<file path="src/rtl/lpm_pkg.sv">
package lpm_pkg;

    typedef enum logic [3:0] {
        S_RUN,
        S_RESUME,
        S_WAIT,
        S_STOP,
        S_STOP_REC,
        S_RST_A,
        S_RST_B,
        S_VEC_HI,
        S_VEC_LO
    } lpm_state_e;

    typedef enum logic [1:0] {
        MODE_RUN     = 2'd0,
        MODE_WAIT    = 2'd1,
        MODE_STOP    = 2'd2,
        MODE_RECOVER = 2'd3
    } lpm_mode_e;

    typedef struct packed {
        logic      cpu_clk_en;
        logic      periph_clk_en;
        logic      cpu_hold;
        logic      stack_go;
        logic      vec_hi_go;
        logic      vec_lo_go;
        lpm_mode_e mode;
    } lpm_out_t;

endpackage

</file>
<file path="src/rtl/lpm_rec_counter.sv">
module lpm_rec_counter #(
    parameter int CNT_W = 12
) (
    input  logic             clk,
    input  logic             rst_n,
    input  logic             clr,
    input  logic             en,
    input  logic [CNT_W-1:0] term,
    output logic             done
);

    logic [CNT_W-1:0] cnt;

    always_ff @(posedge clk or negedge rst_n) begin
        if (!rst_n) begin
            cnt <= '0;
        end else if (clr) begin
            cnt <= '0;
        end else if (en) begin
            cnt <= cnt + CNT_W'(1);
        end
    end

    assign done = en && (cnt == term);

    // A cleared count starts from zero (stop entry and phase changes)
    p_clear_zero_r5: assert property (@(posedge clk) disable iff (!rst_n)
        clr |=> (cnt == '0));

    // The count never runs past the selected terminal value
    p_no_overflow_r5: assert property (@(posedge clk) disable iff (!rst_n)
        en |-> (cnt <= term));

endmodule

</file>
<file path="src/rtl/lpm_delay_sel.sv">
module lpm_delay_sel #(
    parameter int CNT_W     = 12,
    parameter int LONG_DLY  = 4096,
    parameter int SHORT_DLY = 32,
    parameter int RST_PHASE = 32
) (
    input  logic             clk,
    input  logic             rst_n,
    input  logic             capture,
    input  logic             short_rec,
    input  logic             use_stop,
    output logic [CNT_W-1:0] term
);

    localparam logic [CNT_W-1:0] LONG_TERM  = CNT_W'(LONG_DLY - 1);
    localparam logic [CNT_W-1:0] SHORT_TERM = CNT_W'(SHORT_DLY - 1);
    localparam logic [CNT_W-1:0] RST_TERM   = CNT_W'(RST_PHASE - 1);

    logic short_q;

    // Tracks the configuration bit while stopped; frozen once recovery runs
    always_ff @(posedge clk or negedge rst_n) begin
        if (!rst_n) begin
            short_q <= 1'b0;
        end else if (capture) begin
            short_q <= short_rec;
        end
    end

    always_comb begin
        if (use_stop) begin
            term = short_q ? SHORT_TERM : LONG_TERM;
        end else begin
            term = RST_TERM;
        end
    end

    // Recovery length choice cannot change mid-count
    p_short_frozen_r8: assert property (@(posedge clk) disable iff (!rst_n)
        ($past(use_stop) && use_stop) |-> $stable(short_q));

endmodule

</file>
<file path="src/rtl/lpm_fsm.sv">
module lpm_fsm
    import lpm_pkg::*;
(
    input  logic       clk,
    input  logic       rst_n,
    input  logic       wait_req,
    input  logic       stop_req,
    input  logic       rst_pin,
    input  logic       irq_req,
    input  logic       brk_req,
    input  logic       cnt_done,
    output logic       cnt_clr,
    output logic       cnt_en,
    output logic       capture,
    output logic       use_stop,
    output lpm_out_t   outs
);

    lpm_state_e st, nxt;
    logic       wake_int;

    assign wake_int = irq_req || brk_req;

    // State register
    always_ff @(posedge clk or negedge rst_n) begin
        if (!rst_n) begin
            st <= S_RUN;
        end else begin
            st <= nxt;
        end
    end

    // Next-state logic; the reset pin overrides every state
    always_comb begin
        nxt = st;
        if (rst_pin) begin
            nxt = S_RST_A;
        end else begin
            unique case (st)
                S_RUN: begin
                    if (stop_req) begin
                        nxt = S_STOP;
                    end else if (wait_req) begin
                        nxt = S_WAIT;
                    end
                end
                S_RESUME:   nxt = S_RUN;
                S_WAIT:     if (wake_int) nxt = S_RESUME;
                S_STOP:     if (wake_int) nxt = S_STOP_REC;
                S_STOP_REC: if (cnt_done) nxt = S_RESUME;
                S_RST_A:    if (cnt_done) nxt = S_RST_B;
                S_RST_B:    if (cnt_done) nxt = S_VEC_HI;
                S_VEC_HI:   nxt = S_VEC_LO;
                S_VEC_LO:   nxt = S_RUN;
                default:    nxt = S_RUN;
            endcase
        end
    end

    // Counter control: clear on every state change or reset-pin restart
    assign cnt_clr  = (nxt != st) || rst_pin;
    assign cnt_en   = (st == S_STOP_REC) || (st == S_RST_A) || (st == S_RST_B);
    assign capture  = (st == S_STOP);
    assign use_stop = (st == S_STOP_REC);

    // Output decode from the registered state
    always_comb begin
        outs.cpu_clk_en    = 1'b1;
        outs.periph_clk_en = 1'b1;
        outs.cpu_hold      = 1'b0;
        outs.stack_go      = 1'b0;
        outs.vec_hi_go     = 1'b0;
        outs.vec_lo_go     = 1'b0;
        outs.mode          = MODE_RUN;
        unique case (st)
            S_RUN: begin
            end
            S_RESUME: begin
                outs.stack_go = 1'b1;
            end
            S_WAIT: begin
                outs.cpu_clk_en = 1'b0;
                outs.cpu_hold   = 1'b1;
                outs.mode       = MODE_WAIT;
            end
            S_STOP: begin
                outs.cpu_clk_en    = 1'b0;
                outs.periph_clk_en = 1'b0;
                outs.cpu_hold      = 1'b1;
                outs.mode          = MODE_STOP;
            end
            S_STOP_REC: begin
                outs.cpu_clk_en    = 1'b0;
                outs.periph_clk_en = 1'b0;
                outs.cpu_hold      = 1'b1;
                outs.mode          = MODE_RECOVER;
            end
            S_RST_A, S_RST_B: begin
                outs.cpu_hold = 1'b1;
                outs.mode     = MODE_RECOVER;
            end
            S_VEC_HI: begin
                outs.vec_hi_go = 1'b1;
                outs.mode      = MODE_RECOVER;
            end
            S_VEC_LO: begin
                outs.vec_lo_go = 1'b1;
                outs.mode      = MODE_RECOVER;
            end
            default: begin
            end
        endcase
    end

    // Wait wake by interrupt or break resumes the CPU with the strobe
    p_wait_wake_r4: assert property (@(posedge clk) disable iff (!rst_n)
        (st == S_WAIT && !rst_pin && wake_int) |=> (outs.stack_go && outs.cpu_clk_en));

    p_stack_pulse_r4: assert property (@(posedge clk) disable iff (!rst_n)
        outs.stack_go |=> !outs.stack_go);

    // Stop request beats wait request
    p_stop_prio_r3: assert property (@(posedge clk) disable iff (!rst_n)
        (st == S_RUN && stop_req && !rst_pin) |=> (outs.mode == MODE_STOP));

    // No stacking while the recovery count is still running
    p_stack_gated_r7: assert property (@(posedge clk) disable iff (!rst_n)
        (st == S_STOP_REC && !cnt_done && !rst_pin) |=> !outs.stack_go);

    // Reset pin aborts a stop recovery
    p_abort_r10: assert property (@(posedge clk) disable iff (!rst_n)
        (st == S_STOP_REC && rst_pin) |=> (st == S_RST_A && !outs.stack_go));

    p_rst_enter_r9: assert property (@(posedge clk) disable iff (!rst_n)
        rst_pin |=> (st == S_RST_A && outs.cpu_hold));

    p_vec_order_r9: assert property (@(posedge clk) disable iff (!rst_n)
        outs.vec_lo_go |-> $past(outs.vec_hi_go));

    // Wake inputs in RUN do nothing
    p_run_ignore_r11: assert property (@(posedge clk) disable iff (!rst_n)
        (st == S_RUN && !rst_pin && !stop_req && !wait_req) |=>
            (!outs.stack_go && outs.mode == MODE_RUN));

endmodule

</file>
<file path="src/rtl/lpm_recovery_ctrl.sv">
module lpm_recovery_ctrl
    import lpm_pkg::*;
#(
    parameter int LONG_DLY  = 4096,
    parameter int SHORT_DLY = 32,
    parameter int RST_PHASE = 32
) (
    input  logic       clk,
    input  logic       rst_n,
    input  logic       wait_req,
    input  logic       stop_req,
    input  logic       rst_pin,
    input  logic       irq_req,
    input  logic       brk_req,
    input  logic       short_rec,
    output logic       cpu_clk_en,
    output logic       periph_clk_en,
    output logic       cpu_hold,
    output logic       stack_go,
    output logic       vec_hi_go,
    output logic       vec_lo_go,
    output logic [1:0] mode
);

    localparam int MAX_DLY = (LONG_DLY > SHORT_DLY) ?
                             ((LONG_DLY > RST_PHASE) ? LONG_DLY : RST_PHASE) :
                             ((SHORT_DLY > RST_PHASE) ? SHORT_DLY : RST_PHASE);
    localparam int CNT_W   = (MAX_DLY > 2) ? $clog2(MAX_DLY) : 1;

    logic             cnt_clr;
    logic             cnt_en;
    logic             cnt_done;
    logic             capture;
    logic             use_stop;
    logic [CNT_W-1:0] term;
    lpm_out_t         outs;

    lpm_fsm u_fsm (
        .clk      (clk),
        .rst_n    (rst_n),
        .wait_req (wait_req),
        .stop_req (stop_req),
        .rst_pin  (rst_pin),
        .irq_req  (irq_req),
        .brk_req  (brk_req),
        .cnt_done (cnt_done),
        .cnt_clr  (cnt_clr),
        .cnt_en   (cnt_en),
        .capture  (capture),
        .use_stop (use_stop),
        .outs     (outs)
    );

    lpm_delay_sel #(
        .CNT_W     (CNT_W),
        .LONG_DLY  (LONG_DLY),
        .SHORT_DLY (SHORT_DLY),
        .RST_PHASE (RST_PHASE)
    ) u_dsel (
        .clk       (clk),
        .rst_n     (rst_n),
        .capture   (capture),
        .short_rec (short_rec),
        .use_stop  (use_stop),
        .term      (term)
    );

    lpm_rec_counter #(
        .CNT_W (CNT_W)
    ) u_cnt (
        .clk   (clk),
        .rst_n (rst_n),
        .clr   (cnt_clr),
        .en    (cnt_en),
        .term  (term),
        .done  (cnt_done)
    );

    assign cpu_clk_en    = outs.cpu_clk_en;
    assign periph_clk_en = outs.periph_clk_en;
    assign cpu_hold      = outs.cpu_hold;
    assign stack_go      = outs.stack_go;
    assign vec_hi_go     = outs.vec_hi_go;
    assign vec_lo_go     = outs.vec_lo_go;
    assign mode          = outs.mode;

endmodule

</file>
<file path="config.mk">
export PLATFORM = sky130hd
export DESIGN_NAME = lpm_recovery_ctrl
export DESIGN_NICKNAME = d
export VERILOG_FILES = /design/src/rtl/lpm_pkg.sv /design/src/rtl/lpm_rec_counter.sv /design/src/rtl/lpm_delay_sel.sv /design/src/rtl/lpm_fsm.sv /design/src/rtl/lpm_recovery_ctrl.sv
export SDC_FILE = /design/constraint.sdc
export NUM_CORES = 1
export LEC_CHECK = 0
export BUFFER_PORTS_ARGS = -buffer_cell sky130_fd_sc_hd__buf_2
export CORE_MARGIN = 2
export CORE_UTILIZATION = 45
export DETAILED_ROUTE_END_ITERATION = 8
export HOLD_SLACK_MARGIN = 0.06
export PLACE_DENSITY_LB_ADDON = 0.08
export SLEW_MARGIN = 25
export SYNTH_ARGS = -nofsm -noshare
export SYNTH_HDL_FRONTEND = slang
export SYNTH_SLANG_ARGS = --single-unit
</file>
<file path="constraint.sdc">
create_clock -name clk -period 1.9 [get_ports clk]
set_input_delay 0.57 -clock clk [delete_from_list [all_inputs] [get_ports clk]]
set_output_delay 0.57 -clock clk [all_outputs]
set_load 0.005 [all_outputs]
</file>
# After elaboration in Yosys (flattened, before gate mapping)
# Index checks and enable logic that the tools add are counted.
# op_classes
n_addsub	1
mux	20
n_eq_ne	10
n_reduce_logical	11
# op_table
cell	n
2-to-1 mux 12 bit	4
2-to-1 mux 4 bit	8
case mux 4 bit (7 select lines)	1
== test 4 x 3 -> 1 bit (second input constant)	4
adder 12 x 1 -> 12 bit (second input constant)	1
== test 12 bit	1
OR reduction 5 bit	2
== test 4 x 2 -> 1 bit (second input constant)	2
2-to-1 mux 1 bit	6
case mux 2 bit (3 select lines)	1
== test 4 x 1 -> 1 bit (second input constant)	1
== test 4 bit (second input constant)	1
zero test 4 bit	1
logical OR 1 bit	4
!= test 4 bit	1
OR reduction 3 bit	1
nonzero test 2 bit	1
OR reduction 2 bit	1
logical AND 1 bit	1
# totals
out_inout_bits	8
reg_bits	17
input_bits	8

# Logic depth before layout (Yosys ltp)
# Gate-level depths: netlist of run 1.
# depth
word_depth	10
depth_mapped	7
ltp_nobuf	6

# Modules after synthesis
# From an unflattened synthesis of run 1, not the netlist that was laid out.
# hier_totals
hier_cells	157
hier_area_um2	1351.3
# modules_own_cells
mod	cells_each	instances	seq_area_each_um2	area_per_inst_um2
lpm_rec_counter	77	1	300.3	737.0
lpm_fsm	65	1	100.1	481.7
lpm_delay_sel	15	1	25.0	132.6

# Least setup slack after synthesis of run 1
# Ideal clock, no wire load.
# synth_path
kind	register to register
start	register u_fsm.st[0]
end	register u_fsm.st[2]
setup_ns	0.139
t_arrival_ns	1.842
setup_slack_ns	-0.080
n_path_buf	1
path_stages_with_launch	6
required_ns	1.761
path_cell_list	dfrtp_1 > buf_6 > or4b_4 > nor4_4 > nor3_1 > or4_1
# synth_via
elab_chain_len	7
word_cells_on_any_way	17
cone_classes	eq/ne (7); mux (6); reduce/logical (4)
# synth_lines
element	line	source
start: declaration	lpm_fsm.sv:19	lpm_state_e st, nxt;
start signal: assignment	lpm_fsm.sv:29	st <= nxt;
== test 4 x 3 -> 1 bit (on tied branches)	lpm_fsm.sv:39, lpm_fsm.sv:62, lpm_fsm.sv:64	
2-to-1 mux 12 bit or logical OR 1 bit (tied branches)	lpm_delay_sel.sv:31, lpm_fsm.sv:62	
== test 12 bit or logical OR 1 bit (tied branches)	lpm_rec_counter.sv:24, lpm_fsm.sv:62	
logical AND 1 bit	lpm_rec_counter.sv:24	assign done = en && (cnt == term);
2-to-1 mux 4 bit (on tied branches)	lpm_fsm.sv:52, lpm_fsm.sv:50, lpm_fsm.sv:51	
case mux 4 bit (7 select lines) *	lpm_fsm.sv:39	unique case (st)
2-to-1 mux 4 bit *	lpm_fsm.sv:36	if (rst_pin) begin
net u_fsm.nxt[2]	lpm_fsm.sv:19	
# Mark *: on every way through the listed nets, which the timed path passes. The rest lies on a longest branch.
# A chain may end at the register's enable or synchronous reset.

# Worst setup path after layout of run 1
# layout_path
start	register u_fsm.st[1]
end	register u_cnt.cnt[1]
# layout_via
elab_chain_len	10
word_cells_on_any_way	25
cone_classes	eq/ne (8); mux (11); reduce/logical (6)
# layout_lines
element	line	source
== test 4 x 3 -> 1 bit (on tied branches)	lpm_fsm.sv:39, lpm_fsm.sv:62, lpm_fsm.sv:64	
2-to-1 mux 12 bit or logical OR 1 bit (tied branches)	lpm_delay_sel.sv:31, lpm_fsm.sv:62	
== test 12 bit or logical OR 1 bit (tied branches)	lpm_rec_counter.sv:24, lpm_fsm.sv:62	
logical AND 1 bit	lpm_rec_counter.sv:24	
2-to-1 mux 4 bit (on tied branches)	lpm_fsm.sv:52, lpm_fsm.sv:50, lpm_fsm.sv:51	
case mux 4 bit (7 select lines)	lpm_fsm.sv:39	
2-to-1 mux 4 bit	lpm_fsm.sv:36	
!= test 4 bit	lpm_fsm.sv:61	assign cnt_clr = (nxt != st) || rst_pin;
logical OR 1 bit	lpm_fsm.sv:61	
2-to-1 mux 12 bit or nonzero test 2 bit (tied branches)	-	
end signal: assignment	lpm_rec_counter.sv:20	cnt <= cnt + CNT_W'(1);
end: declaration	lpm_rec_counter.sv:12	logic [CNT_W-1:0] cnt;
# Parallel ways exist; a longest one is shown, timed or not.

==> impl_metrics.py, run 1 <==
metrics = {
    "cells_and_area": {
        "drive_gt1_share_pct": 46.37,
        "diodes": 0,
        "finalCoreUtilization_pct": 69.60,
        "area_growth_pct": 45.36,
        "nNetsFinal": 189,
    },
    "clock_tree": {
        "cts_root_buf": "clkbuf_4",
        "clockBufferDepth": 2,
        "cts_tree": "done",
        "clock_latency_ps": 280,
        "clock_sinks": 17,
        "h-tree-depth": 1,
        "cts_buffers": 3,
        "clk_pin_slew_ps": 100,
        "hold_buffers": 0,
    },
    "routing": {
        "drt_wl_total_mm": 3.095,
        "drt_pass1_iterations": 4,
        "antenna_left": 0,
        "drt-initial-drc-count": 26,
        "post_drt_wl_per_cell_um": 14.81,
        "drc": 0,
        "via_per_inst": 5.699,
        "num_vias": 1191,
    },
    "setup_path": {
        "path_class": "register to register",
        "cp-start-kind": "register",
        "crit_slowest_cell": "dfrtp_1",
        "path_common_cell": "buf_6",
        "cp_top_family": "simple AND/OR/NAND/NOR gates",
        "path_buf_inv": 2,
        "worstPathArrival_ps": 2250,
        "cp_max_fo": 5,
        "rr_worst_depth": 7,
        "crit-reg2reg-capture": "u_cnt.cnt[1]$_DFFE_PN0P_",
        "path_cells": "buf_6, or3b_4, mux2_4, o211ai_1, nand3_2, buf_6, a21oi_2",
        "cp-end-kind": "register",
        "ff2ff_setup_slack_ps": -120,
        "cp.required_ps": 2130,
        "crit_path_max_incr_delay_ps": 450,
        "r2r-start": "u_fsm.st[1]$_DFF_PN0_",
    },
    "die": {
        "ios": 16,
        "start_util_pct": 47.88,
        "die_h_um": 55.34,
        "die_w_um": 55.34,
        "dieArea_um2": 3063,
        "coreArea_um2": 2477,
        "num_rows": 18,
    },
    "placed_design": {
        "place_hpwl_mm": 1.981,
        "gp_congestion": 0.8272,
        "port_buffers": 15,
        "dp_slack_ps": -164.0,
    },
    "yosys": {
        "synthDistinctLibCells": 43,
        "yosysWarnings": 0,
        "synth.net_count": 147,
        "synth-seq-cells": 17,
        "ys.flop_type": "dfrtp_1",
        "mappedNetlistArea_um2": 1186,
        "synthArstFlopShare_pct": 100.0,
        "syn_avg_cell_area_um2": 8.595,
        "ys_seq_area_share_pct": 35.86,
        "syn_inst": 138,
        "synth_enable_flop_cells": 0,
    },
    "timing": {
        "tightest_slew_ps": 394.9,
        "skew_ps": 2.129,
        "rsz0062_at_grt": "true",
        "worst_slack_ps": -121.5,
        "maxSlewViolCount": 0,
        "finalSetupTns_ps": -1368,
        "whs_ps": 182.7,
        "post-route-period-util_pct": 106.4,
        "slew-limit-headroom_pct": 73.62,
        "setup_viol": 19,
        "hold_viol_final": 0,
        "max_clock_freq_ghz": 0.4947,
        "period_needed_ps": 2022,
    },
    "global_route": {
        "grt_overflow": 0,
        "grt_pass1_wl_mm": 4.947,
        "grt_usage_pct": 19.52,
        "grt_pass1_vias": 1145,
        "grt_max_degree": 18,
        "antenna_found_initial": 0,
    },
    "pwr": {
        "power_density_nw_per_um2": 366.0,
        "peakVddDrop_mv": 0.4647,
        "power_leakage_nw": 0.7407,
    },
    "run": {
        "maxCapViolCount": 0,
    },
    "hold_path": {
        "hold_class": "input port to asynchronous set/reset pin",
    },
    "run_status": {
        "status": "finished with violations",
        "failed_checks": "negative setup slack",
    },
}
-- worst max path at each step --
| stage | endpoint | depth (start not counted) | start |
|---|---|---|---|
| after floorplan | u_fsm.st[2]$_DFF_PN0_ | 5 | u_fsm.st[0]$_DFF_PN0_ |
| after global placement | u_cnt.cnt[11]$_DFFE_PN0P_ | 7 | brk_req |
| after detailed placement | u_cnt.cnt[6]$_DFFE_PN0P_ | 7 | brk_req |
| after CTS | u_cnt.cnt[3]$_DFFE_PN0P_ | 7 | u_fsm.st[1]$_DFF_PN0_ |
| after global routing | u_cnt.cnt[1]$_DFFE_PN0P_ | 7 | u_fsm.st[1]$_DFF_PN0_ |
| final | u_cnt.cnt[1]$_DFFE_PN0P_ | 7 | u_fsm.st[1]$_DFF_PN0_ |
-- through the flow --
stage	cells	power, W	instance area, µm²
final	209	0.0006311	1724
after global placement	186	0.0004271	1343
after global routing	209	0.0006638	1724
after CTS	202	0.0006221	1524
after floorplan	138	0.0004049	1195
after detailed placement	186	0.0004283	1343
-- report_power, final --
part           internal, W  leakage [nW]   total, W  switching (W)
combinational    0.0000249         0.498  0.0000626      0.0000377
sequential        0.000367         0.225   0.000374     0.00000690
clock            0.0000781        0.0177   0.000194       0.000116
total             0.000470         0.741   0.000631       0.000161
-- per-layer routing --
metal | vias to the layer above | global-route usage, % | routed length, µm
met4 | 0 | 7.317 | 27
met5 | - | 0 | 0
li1 | 580 | - | -
met3 | 4 | 2.342 | 114
met2 | 27 | 34.01 | 1617
met1 | 580 | 24.56 | 1336
-- cell families (layout without fill, tap and decap cells) --
logic type                 Yosys count  count (layout)  share of synthesized area (%)
and+or+nand+nor                     75              75                          33.44
AOI/OAI and AO/OA                   19              19                          12.97
DFF                                 17              17                          35.87
xor gates and xnor gates            11              11                          8.122
buffers and inverters               10              51                          4.113
muxes                                5               5                          4.430
adders and majority gates            1               1                          1.055
-- registers in the layout, indices dropped and copies added, names as in the netlist --
signal / flops
u_dsel.short_q: 1
u_cnt.cnt: 12
u_fsm.st: 4
-- layout make-up --
cell class | count | area, µm²
fill | 207 | 753.2
tap | 30 | 37.54
inverter | 2 | 7.507
multi-input combinational | 111 | 888.4
timing repair buffer | 45 | 337.8
clock inverter | 1 | 5.005
sequential | 17 | 425.4
clock buffer | 3 | 22.52
-- placed cells by master, fill, tap and decap left out, drive strengths merged, types with 2 or more instances in the layout --
cell,synthesis,layout
o211ai,2,2
mux2i,3,3
buf,5,45
clkbuf,3,3
nand4,4,4
a21o,2,2
o211a,2,2
nor3b,2,2
mux2,2,2
nand2b,3,3
nand3,8,8
dfrtp,17,17
xor2,6,6
nand2,13,13
nor4,4,4
o21ai,2,2
xnor2,5,5
a21oi,5,5
nor3,9,9
nor2,22,22
nor4b,2,2
inv,2,2
-- timing repair --
action / in CTS / in global routing
resized for setup: 16 / 35
setup endpoints to repair: 22 / 22
setup buffers: 12 / 6
pin swaps: 6 / 17
gates cloned: 0 / 1
-- synthesized netlist by cell type, types with 2 or more instances --
cell      count  area [µm²]
nand4_1       4       25.02
nor3b_1       2       15.01
clkbuf_1      3       11.26
xor2_1        6       52.55
nand3_1       8       40.04
mux2_2        2       22.52
xnor2_1       5       43.79
nand2_1      13       48.80
o211ai_1      2       15.01
dfrtp_1      17       425.4
nor2_1       22       82.58
a21o_1        2       15.01
mux2i_1       3       30.03
nor4b_1       2       17.52
nand2b_1      3       18.77
a21oi_1       4       20.02
buf_2         3       15.01
nor3_1        9       45.04
nor4_1        3       18.77
inv_1         2       7.510
-- worst register-to-register path: stages, from the launching register on --
cell      delay [ps]
dfrtp_1          450
buf_6            160
or3b_4           380
mux2_4           270
o211ai_1         250
nand3_2          170
buf_6            190
a21oi_2          100
Note: power is estimated with default switching activity, not from simulation.
==> run 2: changes to the inputs <==
CORE_ASPECT_RATIO = 1.2   (was not set)
==> impl_metrics.py, run 2 (synthesis gave the netlist of run 1 again) <==
metrics = {
    "die": {
        "dieArea_um2": 3064,
        "coreArea_um2": 2527,
        "ios": 16,
        "num_rows": 20,
        "die_h_um": 60.24,
        "start_util_pct": 46.93,
        "die_w_um": 50.87,
    },
    "cells_and_area": {
        "top_regs": "u_cnt.cnt x12, u_fsm.st x4, u_dsel.short_q x1",
        "final_cell_mix": "18 x buf_4, 17 x dfrtp_1, 15 x buf_2",
        "nFillCells": 198,
        "area_growth_pct": 37.76,
        "diodes": 0,
        "largest_register_ffs": 12,
        "drive_gt1_share_pct": 39.88,
        "mostFrequentLayoutCell": "buf_4",
        "largest-register": "u_cnt.cnt",
        "nNetsFinal": 183,
    },
    "setup_path": {
        "path_buf_inv": 2,
        "cp.required_ps": 1330,
        "cp_max_fo": 17,
        "path_class": "register to output port",
        "crit_slowest_cell": "dfrtp_1",
        "worstPathArrival_ps": 1450,
        "cp-start-kind": "register",
        "cp_top_family": "flip-flops",
        "path_cells": "buf_4, nor3_4, and2_1, o21bai_1, buf_2",
        "cp-end-kind": "output port",
        "crit_path_max_incr_delay_ps": 390,
    },
    "routing": {
        "drt-initial-drc-count": 28,
        "drt_pass1_iterations": 4,
        "num_vias": 1165,
        "met2RoutedLength_mm": 1.601,
        "wl_met3_um": 68,
        "via_per_inst": 5.655,
        "post_drt_wl_per_cell_um": 15.08,
        "drc": 0,
        "antenna_left": 0,
        "routed.top_layer": "met4",
        "drt_wl_total_mm": 3.106,
        "m1WireLength_mm": 1.403,
    },
    "global_route": {
        "antenna_found_initial": 0,
        "grt_overflow": 0,
        "grt_pass1_vias": 1063,
        "grt_usage_pct": 21.52,
        "grt_pass1_wl_mm": 4.954,
        "grt_max_degree": 18,
    },
    "pwr": {
        "power_w": 0.0006274,
        "peakVddDrop_mv": 0.3850,
        "power_leakage_nw": 0.7042,
        "power_density_nw_per_um2": 383.9,
    },
    "timing": {
        "slew-limit-headroom_pct": 74.50,
        "max_clock_freq_ghz": 0.4943,
        "period_needed_ps": 2023,
        "setup_viol": 23,
        "whs_ps": 184.3,
        "tightest_slew_ps": 381.7,
        "worst_slack_ps": -123.2,
        "skew_ps": 6.154,
        "rsz0062_at_grt": "true",
        "post-route-period-util_pct": 106.5,
        "maxSlewViolCount": 0,
        "hold_viol_final": 0,
    },
    "run_status": {
        "failed_checks": "negative setup slack",
        "status": "finished with violations",
    },
    "placed_design": {
        "place_hpwl_mm": 2.040,
        "gp_congestion": 0.8804,
        "port_buffers": 15,
    },
    "clock_tree": {
        "cts_root_buf": "clkbuf_4",
        "hold_buffers": 0,
        "clock_sinks": 17,
        "clk_pin_slew_ps": 100,
        "cts_tree": "done",
        "cts_buffers": 3,
        "clock_latency_ps": 290,
        "clockBufferDepth": 2,
        "h-tree-depth": 1,
    },
    "hold_path": {
        "hold_class": "input port to asynchronous set/reset pin",
    },
    "run": {
        "maxCapViolCount": 0,
    },
}
-- run 2: cell count changes in the layout (fill, tap and decap cells not counted), sizes merged --
cell	before	now
buf	45	38
bufbuf	0	1
clkbuf	3	4
clkinv	1	0
-- run 2: final cells by class --
type,instances,area (µm²),share of cell area (%)
multi-input cells,111,825.8,50.54
flip-flops and latches,17,425.4,26.03
clock buffers,4,26.28,1.608
well taps,33,41.29,2.527
inverters,2,7.507,0.4594
repair buffers,39,307.8,18.84
-- run 2: worst reg2reg max path, cell delays in order (launching register included) --
cell and delay [ps]:
dfrtp_1 390, or4b_4 580, nor4_4 240, nor3_1 100
or4_1 560
-- run 2: final timing paths --
| check | slack [ps] | from | to | depth (start not counted) |
|---|---|---|---|---|
| setup / recovery | -120 | u_fsm.st[0]$_DFF_PN0_ | mode[1] | 5 |
| hold / removal | 180 | rst_n | u_cnt.cnt[3]$_DFFE_PN0P_ | 1 |
| setup reg to reg | -110 | u_fsm.st[0]$_DFF_PN0_ | u_fsm.st[2]$_DFF_PN0_ | 4 |
| hold reg to reg | 590 | u_cnt.cnt[1]$_DFFE_PN0P_ | u_cnt.cnt[1]$_DFFE_PN0P_ | 2 |
| max in group asynchronous | 1440 | rst_n | u_cnt.cnt[6]$_DFFE_PN0P_ | 1 |
| min in group clk | 510 | short_rec | u_dsel.short_q$_DFFE_PN0P_ | 2 |
-- run 2: metrics by stage --
step	worst slack, ps	cell area (µm²)	TNS (ps)	instances	utilization (%)
2_1_floorplan	-80.19	1195	-121.8	138	-
3_3_place_gp	-140.8	1376	-1445	193	54.46
3_5_place_dp	-143.7	1376	-1537	193	54.46
4_1_cts	-111.6	1559	-1290	202	61.68
5_1_grt	-199.5	1634	-3557	206	64.65
6_report	-123.2	1634	-1596	206	64.65
-- run 2: what timing repair did --
action,4_1_cts,5_1_grt
resized for setup,25,9
setup endpoints to repair,21,23
cloned,2,0
setup buffers,3,4
pin swaps,11,6
-- run 2: per-layer routing --
metal,track usage [%],vias up
met4,7.722,0
met1,26.27,572
met3,3.250,4
li1,-,565
met2,38.53,24
met5,0,-
-- run 2: report_power, final --
| part | internal, W | switching, W | leakage (nW) |
|---|---|---|---|
| Sequential | 0.000367 | 0.00000711 | 0.225 |
| Clock | 0.0000815 | 0.000113 | 0.0150 |
| Combinational | 0.0000234 | 0.0000345 | 0.465 |
| Total | 0.000472 | 0.000155 | 0.704 |
